==> config.mk <==
export PLATFORM = sky130hd
export DESIGN_NAME = twin_pwm
export DESIGN_NICKNAME = d
export VERILOG_FILES = /design/src/rtl/twin_pwm_pkg.sv /design/src/rtl/twin_pwm_regs.sv /design/src/rtl/twin_pwm_chan.sv /design/src/rtl/twin_pwm.sv
export SDC_FILE = /design/constraint.sdc
export NUM_CORES = 1
export LEC_CHECK = 0
export BUFFER_PORTS_ARGS = -buffer_cell sky130_fd_sc_hd__buf_2
export CORE_MARGIN = 3
export CORE_UTILIZATION = 40
export DETAILED_ROUTE_END_ITERATION = 10
export SYNTH_ARGS = -nofsm -noshare
export SYNTH_HDL_FRONTEND = slang
export SYNTH_HIERARCHICAL = 1
export SYNTH_SLANG_ARGS = --single-unit
==> constraint.sdc <==
create_clock -name clk -period 2.6 [get_ports clk]
set_input_delay 0.13 -clock clk [delete_from_list [all_inputs] [get_ports clk]]
set_output_delay 0.13 -clock clk [all_outputs]
set_load 0.005 [all_outputs]
==> src/rtl/twin_pwm_pkg.sv <==
package twin_pwm_pkg;
  localparam int NCH       = 2;
  localparam int DW        = 32;
  localparam int WORD_W    = 2;
  localparam int CNT_W     = 16;
  localparam int DIV_W     = 7;
  localparam int SEL_W     = 2;
  localparam int NSRC      = 1 << SEL_W;
  localparam int SEL_BASE  = 4;
  localparam int DIV_BASE  = 8;
  localparam int GATE_BASE = 15;
  localparam int CH_STRIDE = 8;
  localparam int CTRL_WORD = NCH;

  function automatic int en_bit(input int ch);
    return ch;
  endfunction

  function automatic int sel_lsb(input int ch);
    return SEL_BASE + SEL_W * ch;
  endfunction

  function automatic int div_lsb(input int ch);
    return DIV_BASE + CH_STRIDE * ch;
  endfunction

  function automatic int gate_bit(input int ch);
    return GATE_BASE + CH_STRIDE * ch;
  endfunction

  function automatic logic [DW-1:0] ctrl_mask();
    logic [DW-1:0] m;
    m = '0;
    for (int c = 0; c < NCH; c++) begin
      m[en_bit(c)]   = 1'b1;
      m[gate_bit(c)] = 1'b1;
      for (int b = 0; b < SEL_W; b++) m[sel_lsb(c) + b] = 1'b1;
      for (int b = 0; b < DIV_W; b++) m[div_lsb(c) + b] = 1'b1;
    end
    return m;
  endfunction

  // True when count c is on the last tick of a phase of length n (n > 0).
  function automatic logic is_last(input logic [CNT_W-1:0] c,
                                   input logic [CNT_W-1:0] n);
    return (n != '0) && (c == n - 1'b1);
  endfunction
endpackage

==> src/rtl/twin_pwm_regs.sv <==
module twin_pwm_regs
  import twin_pwm_pkg::*;
(
  input  logic                   clk,
  input  logic                   rst_n,
  input  logic                   wr,
  input  logic [WORD_W-1:0]      word,
  input  logic [DW-1:0]          wdata,
  output logic [DW-1:0]          rdata,
  output logic [NCH-1:0][DW-1:0] cnt_q,
  output logic [DW-1:0]          ctrl_q
);
  localparam logic [DW-1:0] MASK = ctrl_mask();

  for (genvar c = 0; c < NCH; c++) begin : g_cnt
    always_ff @(posedge clk) begin
      if (!rst_n)                         cnt_q[c] <= '0;
      else if (wr && (int'(word) == c))   cnt_q[c] <= wdata;
    end
  end

  always_ff @(posedge clk) begin
    if (!rst_n)                                ctrl_q <= '0;
    else if (wr && (int'(word) == CTRL_WORD))  ctrl_q <= wdata & MASK;
  end

  always_comb begin
    rdata = '0;
    if (int'(word) < NCH)             rdata = cnt_q[word[0]];
    else if (int'(word) == CTRL_WORD) rdata = ctrl_q;
  end
endmodule

==> src/rtl/twin_pwm_chan.sv <==
module twin_pwm_chan
  import twin_pwm_pkg::*;
(
  input  logic             clk,
  input  logic             rst_n,
  input  logic             en,
  input  logic             gate,
  input  logic [SEL_W-1:0] sel,
  input  logic [DIV_W-1:0] div,
  input  logic [CNT_W-1:0] hi,
  input  logic [CNT_W-1:0] lo,
  input  logic [NSRC-1:0]  src_tick,
  output logic             out,
  output logic             step_o,
  output logic             bound_o,
  output logic             run_o
);
  logic             run_q, ph_hi_q;
  logic [CNT_W-1:0] cnt_q, act_hi, act_lo;
  logic [DIV_W-1:0] pre_q, act_div;
  logic             tick, pre_wrap, step, hi_done, lo_done, bound;

  assign tick     = src_tick[sel];
  assign pre_wrap = (pre_q == act_div);
  assign step     = run_q && en && gate && tick && pre_wrap;
  assign hi_done  = ph_hi_q && is_last(cnt_q, act_hi);
  assign lo_done  = !ph_hi_q && ((act_lo == '0) || is_last(cnt_q, act_lo));
  assign bound    = step && ((hi_done && (act_lo == '0)) || lo_done);

  always_ff @(posedge clk) begin
    if (!rst_n || !en) begin
      run_q   <= 1'b0;
      ph_hi_q <= 1'b0;
      cnt_q   <= '0;
      pre_q   <= '0;
      act_hi  <= '0;
      act_lo  <= '0;
      act_div <= '0;
    end else if (!run_q) begin
      run_q   <= 1'b1;
      ph_hi_q <= (hi != '0);
      cnt_q   <= '0;
      pre_q   <= '0;
      act_hi  <= hi;
      act_lo  <= lo;
      act_div <= div;
    end else begin
      if (gate && tick) pre_q <= pre_wrap ? '0 : pre_q + 1'b1;
      if (bound) begin
        act_hi  <= hi;
        act_lo  <= lo;
        act_div <= div;
        ph_hi_q <= (hi != '0);
        cnt_q   <= '0;
      end else if (step && hi_done) begin
        ph_hi_q <= 1'b0;
        cnt_q   <= '0;
      end else if (step) begin
        cnt_q   <= cnt_q + 1'b1;
      end
    end
  end

  assign out     = run_q && en && ph_hi_q;
  assign step_o  = step;
  assign bound_o = bound;
  assign run_o   = run_q;
endmodule

==> src/rtl/twin_pwm.sv <==
module twin_pwm
  import twin_pwm_pkg::*;
(
  input  logic              clk,
  input  logic              rst_n,
  input  logic              bus_wr,
  input  logic [WORD_W-1:0] bus_word,
  input  logic [DW-1:0]     bus_wdata,
  output logic [DW-1:0]     bus_rdata,
  input  logic [NSRC-1:0]   src_tick,
  output logic [NCH-1:0]    pwm_out
);
  logic [NCH-1:0][DW-1:0] cnt_w;
  logic [DW-1:0]          ctrl_w;
  logic [NCH-1:0]         step_w, bound_w, run_w;

  twin_pwm_regs u_regs (
    .clk    (clk),
    .rst_n  (rst_n),
    .wr     (bus_wr),
    .word   (bus_word),
    .wdata  (bus_wdata),
    .rdata  (bus_rdata),
    .cnt_q  (cnt_w),
    .ctrl_q (ctrl_w)
  );

  for (genvar c = 0; c < NCH; c++) begin : g_ch
    twin_pwm_chan u_chan (
      .clk      (clk),
      .rst_n    (rst_n),
      .en       (ctrl_w[en_bit(c)]),
      .gate     (ctrl_w[gate_bit(c)]),
      .sel      (ctrl_w[sel_lsb(c) +: SEL_W]),
      .div      (ctrl_w[div_lsb(c) +: DIV_W]),
      .hi       (cnt_w[c][DW-1 -: CNT_W]),
      .lo       (cnt_w[c][CNT_W-1:0]),
      .src_tick (src_tick),
      .out      (pwm_out[c]),
      .step_o   (step_w[c]),
      .bound_o  (bound_w[c]),
      .run_o    (run_w[c])
    );
  end
endmodule

**Yosys cells after proc, flatten, opt, wreduce, memory -nomap -nowiden**

Index checks and enable logic that the tools add are counted.

- Register bits: 214
- Bits in latches: 0
- Memory bits (writable): 0
- Memory bits (read-only): 0
- Input bits: 41
- Output and inout bits: 34
- Word-level logic and storage cells: 126
- Memories: 0

- Add/subtract/negate cells: 8
- $mul: 0
- Divide/modulo/power cells: 0
- Order comparisons: 4
- Equal/unequal tests: 12
- Shift operators: 0
- Multiplexer cells: 30
- Bitwise operators: 2
- Reductions and logical operators: 53

Operator list:

| cell | number |
|---|---|
| 2-to-1 mux 16 bit | 8 |
| 2-to-1 mux 32 bit | 3 |
| nonzero test 16 bit | 6 |
| equality test 16 bit | 4 |
| subtractor 16 x 1 -> 16 bit, second input constant | 4 |
| 2-to-1 mux 7 bit | 6 |
| adder 16 x 1 -> 16 bit, second input constant | 2 |
| logical NOT 16 bit | 2 |
| logical AND 1 bit | 29 |
| 2-to-1 mux 24 bit | 1 |
| adder 7 x 1 -> 7 bit, second input constant | 2 |
| equality test 7 bit | 2 |
| 2-to-1 mux 1 bit | 10 |
| OR reduction 4 bit | 2 |
| logical OR 1 bit | 6 |
| less-than comparator 2 x 3 -> 1 bit, second input constant | 2 |
| != test 3 bit, second input constant | 2 |
| logical NOT 1 bit | 5 |
| binary-select mux 1 bit (select 2 bit) | 2 |
| equality test 2 bit, second input constant | 2 |
| != test 2 bit, second input constant | 2 |
| OR reduction 2 bit | 2 |
| logical NOT 2 bit | 1 |
| less-than comparator 1 x 2 -> 1 bit, second input constant | 1 |
| 2 further kinds | 3 |

**Depth between registers and ports, before layout**

- Depth in word-level cells: 9
- Mapped depth: 12

**Modules after synthesis**

The synthesis kept the hierarchy.

Modules (own cells, without submodules):

| module | instances | cells an instance | area each (µm²) |
|---|---|---|---|
| twin_pwm_chan at g_ch[0].u_chan | 1 | 501 | 4152.7 |
| twin_pwm_chan at g_ch[1].u_chan | 1 | 497 | 4097.7 |
| twin_pwm_regs | 1 | 402 | 3961.3 |

**Least setup slack after synthesis**

Ideal clock, no wire load.

- Path type: reg-to-reg
- Start point: register g_ch[1].u_chan.act_lo[2]
- End point: register g_ch[1].u_chan.act_div[0]
- Data arrival time: 2.669 ns
- Required time: 2.480 ns
- Slack: -0.189 ns
- Stages on the path, launching flop included: 10
- Path buffers: 2
- Clock period less this slack: 2.789 ns
- Cell sequence: dfxtp_1 -> or3_1 -> or2_1 -> a2111o_1 -> a22o_1 -> o41a_1 -> o31a_1 -> buf_6 -> buf_6 -> mux2i_1

- Longest elaborated chain between the ends: 8
- Elaborated cells between the ends (all ways): 11

RTL lines:

| what | line | RTL |
|---|---|---|
| start, declared | twin_pwm_chan.sv:19 | `logic [CNT_W-1:0] cnt_q, act_hi, act_lo;` |
| start signal, assigned | twin_pwm_chan.sv:45 | `act_lo <= lo;` |
| start signal, assigned | twin_pwm_chan.sv:51 | `act_lo <= lo;` |
| subtractor 16 x 1 -> 16 bit | twin_pwm_pkg.sv:46 | `return (n != '0) && (c == n - 1'b1);` |
| equality test 16 bit | twin_pwm_pkg.sv:46 |  |
| logical AND 1 bit | twin_pwm_pkg.sv:46 |  |
| logical OR 1 bit | twin_pwm_chan.sv:27 | `assign lo_done = !ph_hi_q && ((act_lo == '0) \|\| is_last(cnt_q, act_lo));` |
| logical AND 1 bit | twin_pwm_chan.sv:27 |  |
| logical OR 1 bit (*) | twin_pwm_chan.sv:28 | `assign bound = step && ((hi_done && (act_lo == '0)) \|\| lo_done);` |
| logical AND 1 bit (*) | twin_pwm_chan.sv:28 |  |
| != test 2 bit (no line) (*) | - |  |
| end signal, assigned | twin_pwm_chan.sv:46 | `act_div <= div;` |
| end signal, assigned | twin_pwm_chan.sv:52 | `act_div <= div;` |
| end, declared | twin_pwm_chan.sv:20 | `logic [DIV_W-1:0] pre_q, act_div;` |

Mark *: on every way between the ends. The rest lies on a longest branch, timed or not.
A chain may end at the register's enable or synchronous reset.

**Final worst setup path**

- Start point: register g_ch[1].u_chan.act_lo[4]
- End point: register g_ch[1].u_chan.act_lo[12]

- Longest elaborated chain between the ends: 8
- Elaborated cells between the ends (all ways): 11

RTL lines:

| what | line |
|---|---|
| subtractor 16 x 1 -> 16 bit | twin_pwm_pkg.sv:46 |
| equality test 16 bit | twin_pwm_pkg.sv:46 |
| logical AND 1 bit | twin_pwm_pkg.sv:46 |
| logical OR 1 bit | twin_pwm_chan.sv:27 |
| logical AND 1 bit | twin_pwm_chan.sv:27 |
| logical OR 1 bit (*) | twin_pwm_chan.sv:28 |
| logical AND 1 bit (*) | twin_pwm_chan.sv:28 |
| != test 2 bit (no line) (*) | - |

Marks and branches as above.

==> flow_summary_export.csv <==
group,metric,value,unit
outcome,status,"complete, but fails checks",
outcome,violations,"setup timing",
logic_synthesis,synth_warnings,6,
sta,rsz0062_at_grt,"yes",
sta,worst_slew_pin_slew,1028,ps
clock_tree,cts.sinks,214,
global_route,grt_start_max_net_pins,81,
floorplanning,fp.dieW,179.6,um
sta,period_share,108.4,%
floorplanning,core,29170,um2
floorplanning,dieArea,32240,um2
route,ant_nets,0,
run,maxCapViolations,0,
clock_tree,htreeDepth,1,
power_and_ir_drop,power_density,476.4,nW/um2
global_route,grt-ovfl-total,0,
worst_setup_path,cp_data_arrival_time,3230,ps
placement,numPortBuffers,74,
sta,setup_viol,59,
worst_setup_path,cp.required,3010,ps
finish,final_cells,1964,
worst_setup_path,r2r_cells,8,
clock_tree,clk_latency,530,ps
finish,multiInputGateArea,7580,um2
finish,final-seq-area,4303,um2
finish,drive_gt1_share,23.92,%
placement,dp_cells,1866,
route,dr_total_vias,10470,
clock_tree,path_clk_slew,60,ps
finish,fin_area,15240,um2
worst_setup_path,worst-path-max-fanout,8,
global_route,antenna_found_initial,0,
sta,timing.hold.ws,30.29,ps
placement,placed_cell_area,13480,um2
worst_setup_path,endpoint_kind,"flip-flop",
route,vias_per_cell,5.332,
route,first_pass_iters,5,
global_route,grt_pass1_wl,54480,um
floorplanning,start_util,41.30,%
route,drcViolationCount,0,
placement,pre_cts_ws,-211.3,ps
sta,fin_tns_setup,-9173,ps
sta,min_period,2819,ps
logic_synthesis,syn_inst,1376,
route,drt_iter0_markers,743,
logic_synthesis,avgSynthCellArea,8.756,um2
placement,globalplace.congestion,0.8860,
logic_synthesis,syn-num-nets,1427,
placement,place.detailed.hpwl,24530,um
clock_tree,clockBufferDepth,3,
power_and_ir_drop,vdd_ir_drop_max,0.3706,mV
worst_setup_path,crit_type,"flip-flop to flip-flop",
finish,layout_commonest_cell,"nand2_1",
worst_hold_path,worst_hold_path_type,"input pin to flip-flop",
floorplanning,pin_count,75,
floorplanning,fp-row-count,62,
route,routed_wl,34240,um
worst_hold_path,hold_depth,3,
route,wl_per_cell,17.43,um
sta,fmax,354.7,MHz
worst_hold_path,min_from,"rst_n",
finish,nets,1612,
sta,maxSlewViolCount,0,
floorplanning,die_h,179.6,um
finish,nFillCells,2707,
power_and_ir_drop,p_leak,6.095,nW
finish,finish.utilization,52.25,%
finish,final_cell_mix,"nand2_1 (328), mux2i_1 (202), dfxtp_1 (201)",
global_route,grt_pass1_vias,10210,
worst_setup_path,start_kind,"flip-flop",
clock_tree,cts_tree,"yes",
power_and_ir_drop,finalPower,7.260,mW
sta,finClkSkew,16.09,ps
finish,diodes,0,
global_route,grt_usage,20.17,%
worst_setup_path,reg2reg_from,"g_ch[1].u_chan/act_lo[4]",
sta,max_slew_margin,31.37,%
clock_tree,cts-buffers-inserted,26,
finish,area_delta_synth_final,26.50,%
sta,worst_slack,-219.3,ps
clock_tree,cts_root_buffer,"clkbuf_16",
logic_synthesis,syn_area,12050,um2
worst_setup_path,crit_start,"g_ch[1].u_chan/act_lo[4]",
sta,hold_viol,0,
flip-flops by register name, summed over array words and instances, names as in the netlist:
register	count
u_regs/cnt_q	64
g_ch.u_chan/act_hi	32
g_ch.u_chan/act_lo	32
g_ch.u_chan/cnt_q	32
u_regs/ctrl_q	22
g_ch.u_chan/act_div	14
g_ch.u_chan/pre_q	14
g_ch.u_chan/ph_hi_q	2
g_ch.u_chan/run_o	2
what timing repair did:
| item | in CTS | in global routing |
|---|---|---|
| endpoints found under the hold margin | 79 | 0 |
| pin swaps | 30 | 31 |
| resized for setup | 54 | 50 |
| endpoints found under the setup margin | 110 | 111 |
| buffers inserted | 13 | 7 |
| cloned | 2 | 2 |
| hold buffers | 30 | 0 |
cell type report:
| type | instances | area share [%] |
|---|---|---|
| multi-input combinational | 1048 | 49.73 |
| sequential | 214 | 28.23 |
| timing repair buffer | 257 | 13.27 |
| clock buffer | 38 | 4.901 |
| tap | 384 | 3.152 |
| clock inverter | 9 | 0.3694 |
| inverter | 14 | 0.3448 |
routing by layer:
metal | vias to the layer above | GRT usage (%) | routed length [um]
met5 | - | 0 | 0
met4 | 0 | 5.446 | 752
met3 | 43 | 2.648 | 1442
met2 | 248 | 32.32 | 15600
met1 | 5002 | 28.66 | 16450
li1 | 5180 | - | -
path summary, 6_finish.rpt:
| kind | slack (ps) | to |
|---|---|---|
| worst min-delay path | 30 | u_regs/cnt_q[14] |
| worst min register to register | 470 | g_ch[0].u_chan/act_lo[15] |
| worst max-delay path | -220 | g_ch[1].u_chan/act_lo[12] |
| worst max register to register | -220 | g_ch[1].u_chan/act_lo[12] |
where the power goes:
part	total, mW	internal [mW]	switching [mW]
logic	0.479	0.217	0.262
clock network	3.40	1.99	1.41
registers	3.38	3.33	0.0535
worst max-delay path, stage by stage (launching register included):
cell and delay, ps:
dfxtp_2 320, or3_4 410, or2_1 260, a2111o_1 380
a22o_1 210, o41a_1 440, o31a_4 380, clkbuf_16 200
mux2i_1 110
Note: power is estimated with default switching activity, not from simulation.
